**src/rtl/acq_reg_pkg.sv**
```systemverilog
package acq_reg_pkg;
  localparam int BYTE_W     = 8;
  localparam int NUM_EVENTS = 3;
  localparam int NUM_PULSES = 5;
  localparam int PULSE_LSB  = BYTE_W - NUM_PULSES;

  // event flag indices (flag vector lands on status bits 5:3)
  localparam int EV_THRESH = 0;
  localparam int EV_EOS    = 1;
  localparam int EV_LOST   = 2;

  // strobe vector indices (command bits 7:3)
  localparam int P_LATCH = 0;
  localparam int P_STOP  = 1;
  localparam int P_QRST  = 2;
  localparam int P_FRST  = 3;
  localparam int P_ARM   = 4;

  // control register bit positions
  localparam int C_FIFO_IE = 3;
  localparam int C_EOS_IE  = 4;
  localparam int C_CONT    = 2;

  typedef struct packed {
    logic              wrCtrl;
    logic              wrCmd;
    logic              rdStatus;
    logic              rdCtrl;
    logic              rdCmd;
    logic [BYTE_W-1:0] wrData;
  } regStrobe_t;
endpackage

```
**src/rtl/acq_reg_ctrl.sv**
```systemverilog
module acq_reg_ctrl
  import acq_reg_pkg::*;
#(
  parameter int ADDR_W    = 3,
  parameter int ADDR_CTRL = 0,
  parameter int ADDR_CMD  = 1,
  parameter int ADDR_STAT = 2
) (
  input  logic                  clk,
  input  logic                  rstN,
  input  logic                  busWr,
  input  logic                  busRd,
  input  logic [ADDR_W-1:0]     busAddr,
  input  logic [BYTE_W-1:0]     busWdata,
  input  logic                  continuous,
  input  logic                  passDone,
  output regStrobe_t            strobe,
  output logic [NUM_PULSES-1:0] cmdPulse,
  output logic                  runQ
);
  logic selCtrl, selCmd, selStat;
  logic armReq, stopReq;

  always_comb begin
    selCtrl = (busAddr == ADDR_W'(ADDR_CTRL));
    selCmd  = (busAddr == ADDR_W'(ADDR_CMD));
    selStat = (busAddr == ADDR_W'(ADDR_STAT));
    strobe.wrCtrl   = busWr & selCtrl;
    strobe.wrCmd    = busWr & selCmd;
    strobe.rdStatus = busRd & selStat;
    strobe.rdCtrl   = busRd & selCtrl;
    strobe.rdCmd    = busRd & selCmd;
    strobe.wrData   = busWdata;
  end

  assign armReq  = strobe.wrCmd & busWdata[PULSE_LSB + P_ARM];
  assign stopReq = strobe.wrCmd & busWdata[PULSE_LSB + P_STOP];

  // self-clearing command strobes, one cycle after the write
  always_ff @(posedge clk or negedge rstN) begin
    if (!rstN) cmdPulse <= '0;
    else if (strobe.wrCmd) cmdPulse <= busWdata[BYTE_W-1:PULSE_LSB];
    else cmdPulse <= '0;
  end

  // run state: stop over arm over pass completion
  always_ff @(posedge clk or negedge rstN) begin
    if (!rstN) runQ <= 1'b0;
    else if (stopReq) runQ <= 1'b0;
    else if (armReq) runQ <= 1'b1;
    else if (passDone && !continuous) runQ <= 1'b0;
  end
endmodule

```
**src/rtl/acq_reg_datapath.sv**
```systemverilog
module acq_reg_datapath
  import acq_reg_pkg::*;
(
  input  logic              clk,
  input  logic              rstN,
  input  regStrobe_t        strobe,
  input  logic              runQ,
  input  logic [NUM_EVENTS-1:0] evIn,
  input  logic [2:0]        levels,
  output logic [BYTE_W-1:0] ctrlQ,
  output logic [PULSE_LSB-1:0] cmdHeldQ,
  output logic [BYTE_W-1:0] rdData,
  output logic              irq
);
  logic [NUM_EVENTS-1:0] flags;

  always_ff @(posedge clk or negedge rstN) begin
    if (!rstN) begin
      ctrlQ    <= '0;
      cmdHeldQ <= '0;
    end else begin
      if (strobe.wrCtrl) ctrlQ <= strobe.wrData;
      if (strobe.wrCmd)  cmdHeldQ <= strobe.wrData[PULSE_LSB-1:0];
    end
  end

  for (genvar e = 0; e < NUM_EVENTS; e++) begin : g_flag
    logic flagQ;
    always_ff @(posedge clk or negedge rstN) begin
      if (!rstN) flagQ <= 1'b0;
      else flagQ <= (flagQ & ~strobe.rdStatus) | evIn[e];
    end
    assign flags[e] = flagQ;
  end

  always_comb begin
    rdData = '0;
    if (strobe.rdCtrl)   rdData = ctrlQ;
    if (strobe.rdCmd)    rdData = {{(BYTE_W-PULSE_LSB){1'b0}}, cmdHeldQ};
    if (strobe.rdStatus) rdData = {~runQ, runQ, flags, levels};
  end

  assign irq = (flags[EV_EOS] & ctrlQ[C_EOS_IE]) |
               ((flags[EV_LOST] | flags[EV_THRESH]) & ctrlQ[C_FIFO_IE]);
endmodule

```
**src/rtl/acq_cmd_status.sv**
```systemverilog
module acq_cmd_status
  import acq_reg_pkg::*;
#(
  parameter int ADDR_W    = 3,
  parameter int ADDR_CTRL = 0,
  parameter int ADDR_CMD  = 1,
  parameter int ADDR_STAT = 2
) (
  input  logic              clk,
  input  logic              rstN,
  input  logic              busWr,
  input  logic              busRd,
  input  logic [ADDR_W-1:0] busAddr,
  input  logic [7:0]        busWdata,
  output logic [7:0]        busRdata,
  input  logic              evDataLost,
  input  logic              evEndOfScan,
  input  logic              evThreshold,
  input  logic              passDone,
  input  logic              fifoFull,
  input  logic              fifoNearFull,
  input  logic              fifoEmpty,
  output logic              armPulse,
  output logic              fifoResetPulse,
  output logic              queueResetPulse,
  output logic              stopPulse,
  output logic              latchPulse,
  output logic [1:0]        pacerSel,
  output logic              expansionEn,
  output logic              continuousMode,
  output logic              extTrigger,
  output logic              fallingEdge,
  output logic [1:0]        scanRate,
  output logic              fifoDataMode,
  output logic              running,
  output logic              irq
);
  regStrobe_t            strobe;
  logic [NUM_PULSES-1:0] cmdPulse;
  logic [BYTE_W-1:0]     ctrlQ;
  logic [PULSE_LSB-1:0]  cmdHeldQ;
  logic                  runQ;

  acq_reg_ctrl #(
    .ADDR_W(ADDR_W), .ADDR_CTRL(ADDR_CTRL), .ADDR_CMD(ADDR_CMD), .ADDR_STAT(ADDR_STAT)
  ) u_ctrl (
    .clk(clk), .rstN(rstN), .busWr(busWr), .busRd(busRd), .busAddr(busAddr),
    .busWdata(busWdata), .continuous(ctrlQ[C_CONT]), .passDone(passDone),
    .strobe(strobe), .cmdPulse(cmdPulse), .runQ(runQ)
  );

  acq_reg_datapath u_dp (
    .clk(clk), .rstN(rstN), .strobe(strobe), .runQ(runQ),
    .evIn({evDataLost, evEndOfScan, evThreshold}),
    .levels({fifoFull, fifoNearFull, fifoEmpty}),
    .ctrlQ(ctrlQ), .cmdHeldQ(cmdHeldQ), .rdData(busRdata), .irq(irq)
  );

  assign armPulse        = cmdPulse[P_ARM];
  assign fifoResetPulse  = cmdPulse[P_FRST];
  assign queueResetPulse = cmdPulse[P_QRST];
  assign stopPulse       = cmdPulse[P_STOP];
  assign latchPulse      = cmdPulse[P_LATCH];
  assign pacerSel        = ctrlQ[7:6];
  assign expansionEn     = ctrlQ[5];
  assign continuousMode  = ctrlQ[C_CONT];
  assign extTrigger      = ctrlQ[1];
  assign fallingEdge     = ctrlQ[0];
  assign scanRate        = cmdHeldQ[2:1];
  assign fifoDataMode    = cmdHeldQ[0];
  assign running         = runQ;
endmodule

```
**config.mk**
```make
export PLATFORM = sky130hd
export DESIGN_NAME = acq_cmd_status
export DESIGN_NICKNAME = d
export VERILOG_FILES = /design/src/rtl/acq_reg_pkg.sv /design/src/rtl/acq_reg_ctrl.sv /design/src/rtl/acq_reg_datapath.sv /design/src/rtl/acq_cmd_status.sv
export SDC_FILE = /design/constraint.sdc
export NUM_CORES = 1
export LEC_CHECK = 0
export ABC_AREA = 1
export BUFFER_PORTS_ARGS = -buffer_cell sky130_fd_sc_hd__buf_2
export CAP_MARGIN = 20
export CORE_MARGIN = 3
export CORE_UTILIZATION = 47
export DETAILED_ROUTE_END_ITERATION = 10
export HOLD_SLACK_MARGIN = 0.03
export PLACE_DENSITY = 0.81
export SYNTH_ARGS = -nofsm -noshare
export SYNTH_HDL_FRONTEND = slang
export SYNTH_SLANG_ARGS = --single-unit
```
**constraint.sdc**
```tcl
create_clock -name clk -period 1.5 [get_ports clk]
set_input_delay 0.15 -clock clk [delete_from_list [all_inputs] [get_ports clk]]
set_output_delay 0.15 -clock clk [all_outputs]
set_load 0.03 [all_outputs]
```
==> results.tsv <==
stage	metric	value	unit
floorplan	num_rows	15	
worst_setup_path	start_kind	primary input	
clocking	clock_latency	0.29	ns
power_and_ir_drop	peakVddDrop	0.5828	mV
route	drc	0	
sta	fin_ws	0.2043	ns
grt	first_global_vias	858	
final_layout	final_cell_mix	buf_2, dfrtp_1, inv_1, nand2_1	
synth	synth.distinct_cells	20	
synth	syn-num-nets	125	
floorplan	die_x	51.01	um
final_layout	layout-drive-gt1-share	0.4122	
worst_setup_path	crit_path_end_kind	output pin	
synth	synth_top_cell_area_share	0.5256	
clocking	cts-root-buf	clkbuf_4	
sta	slew_headroom	0.7210	
power_and_ir_drop	power_leakage	0.0007166	uW
sta	post-route-period-util	0.8638	
clocking	cts_buffers	3	
placed_design	dp_slack	0.2127	ns
worst_setup_path	critPathMaxFanout	7	
synth	ys_seq_area_frac	0.5256	
route	dr.pass1.iters	4	
floorplan	die_area	2602	um2
floorplan	core_region_area	1821	um2
sta	tns	0	ns
clocking	cts.path.max_buffers	2	
outcome	status	finished, final reports clean	
clocking	path_clk_slew	0.10	ns
clocking	cts_hold_buf	1	
synth	netlist_instances	103	
route	viasPerCell	4.948	
sta	rsz0062_at_grt	no	
sta	maxSlewViolCount	0	
grt	grt-ovfl-total	0	
power_and_ir_drop	powerDensity	1049	nW/um2
final_layout	fin_nets	172	
final_layout	n_antenna_cell	0	
placed_design	io_buffers	45	
sta	hold_viol	0	
clocking	clock_sinks	20	
floorplan	die_h	51.01	um
route	vias	856	
route	postRouteWirelength	2.154	mm
placed_design	placed_area	1177	um2
sta	fin_skew	0.0002876	ns
grt	antenna_found_initial	0	
worst_setup_path	worstPathRequired	1.35	ns
sta	setup_viol	0	
final_layout	syn_to_final_growth	27.07	%
grt	grt_max_degree	21	
sta	min_period	1.296	ns
placed_design	hpwlAfterDp	1.689	mm
hold_path	hp-class	primary input to flip-flop	
placed_design	gp_congestion	0.8270	
worst_setup_path	cp.arrival	1.15	ns
floorplan	start_util	0.5230	
run	maxCapViolCount	0	
route	wl_per_cell	12.45	um
floorplan	io_pins	46	
sta	worstMarginPinSlew	0.4185	ns
grt	grt_usage	0.1913	
clocking	cts_resized	0	
route	drtAntennaViolNets	0	
synth	syn_avg_cell_area	9.244	um2
synth	yosys_register_bits	20	
worst_setup_path	worstSetupPathType	primary input to output pin	
sta	fmax	771.8	MHz
clocking	cts_htree_levels	1	
synth	netlist_area	952.2	um2
final_layout	layout_commonest_cell	buf_2	
grt	grt_pass1_wl	3.698	mm
synth	synthTopCellsByArea	dfrtp_1, inv_1, o21ai_2	
final_layout	fin_area	1210	um2
clocking	post_cts_buffers	0	
synth	yosys.area.top_type	dfrtp_1	
clocking	cts_tree	built	
synth	yosys_warnings	0	
route	drt_iter0_markers	24	
[through the flow]
step | power [uW] | hold WS (ns) | util | instances
after floorplan | 917.1 | -0.1456 | - | 103
after global placement | 1031 | 0.1046 | 0.6467 | 169
after detailed placement | 1038 | 0.1124 | 0.6467 | 169
after CTS | 1280 | 0.05261 | 0.6646 | 173
after global routing | 1337 | 0.05103 | 0.6646 | 173
final | 1269 | 0.05634 | 0.6646 | 173
[final timing paths]
path,slack [ns],cells after the start,endpoint,from
worst max register to register,0.71,2,u_ctrl.runQ,u_dp.ctrlQ[2]
max in group asynchronous,0.90,2,u_dp.cmdHeldQ[1],rstN
worst min register to register,0.50,2,u_dp.ctrlQ[4],u_dp.ctrlQ[4]
worst min-delay path,0.06,2,u_dp.g_flag[0].flagQ,evThreshold
min in group asynchronous,0.31,2,u_ctrl.cmdPulse[1],rstN
worst max-delay path,0.20,7,busRdata[6],busAddr[0]
[critical path: stages]
cell and delay (ns):
buf_2 0.14, nor2_4 0.19, nand2_1 0.16, inv_2 0.14
nand2_1 0.05, o21ai_0 0.07, buf_2 0.23
[synth_stat cells]
cell	count
nand3_1	4
buf_6	1
nand2_1	16
nor2_1	5
a21oi_1	1
a21oi_2	1
buf_2	1
nor2_2	1
nor2_4	1
o21ai_0	7
inv_1	19
o21bai_1	3
nand4_1	7
buf_4	2
o21ai_2	7
dfrtp_1	20
inv_2	1
o22ai_1	4
nand3_4	1
nand3_2	1
[sequential cells by signal, summed over array words and instances (netlist names)]
name               flops
u_ctrl.cmdPulse        5
u_dp.cmdHeldQ          3
u_dp.g_flag.flagQ      3
u_dp.ctrlQ             8
u_ctrl.runQ            1
[metal layers]
layer | GRT usage | vias to the layer above | wire length [um]
met5 | 0 | - | 0
met4 | 0.1076 | 0 | 51
met3 | 0.04082 | 6 | 192
met2 | 0.2961 | 44 | 970
met1 | 0.2467 | 375 | 940
li1 | - | 431 | -
[cell type report]
class	count	area [um2]
Tap cell	25	31.28
Multi-Input combinational cell	59	345.3
Inverter	20	75.07
Timing Repair Buffer	46	235.2
Fill cell	171	610.6
Clock buffer	3	22.52
Sequential cell	20	500.5
[logic make-up (layout without fill, tap and decap cells)]
logic type	count (synthesis)	in the layout	synth area share
buffers and inverters	24	69	0.1117
AND/OR/NAND/NOR	36	36	0.1971
AO/OA/AOI/OAI	23	23	0.1656
flip-flops	20	20	0.5256
[report_power, final]
part	total, uW	leakage (uW)	switching (uW)	internal [uW]
logic	381	0.000456	262	119
clock network	242	0.0000138	148	93.5
registers	646	0.000247	45.6	601
(Power assumes the default switching activity.)
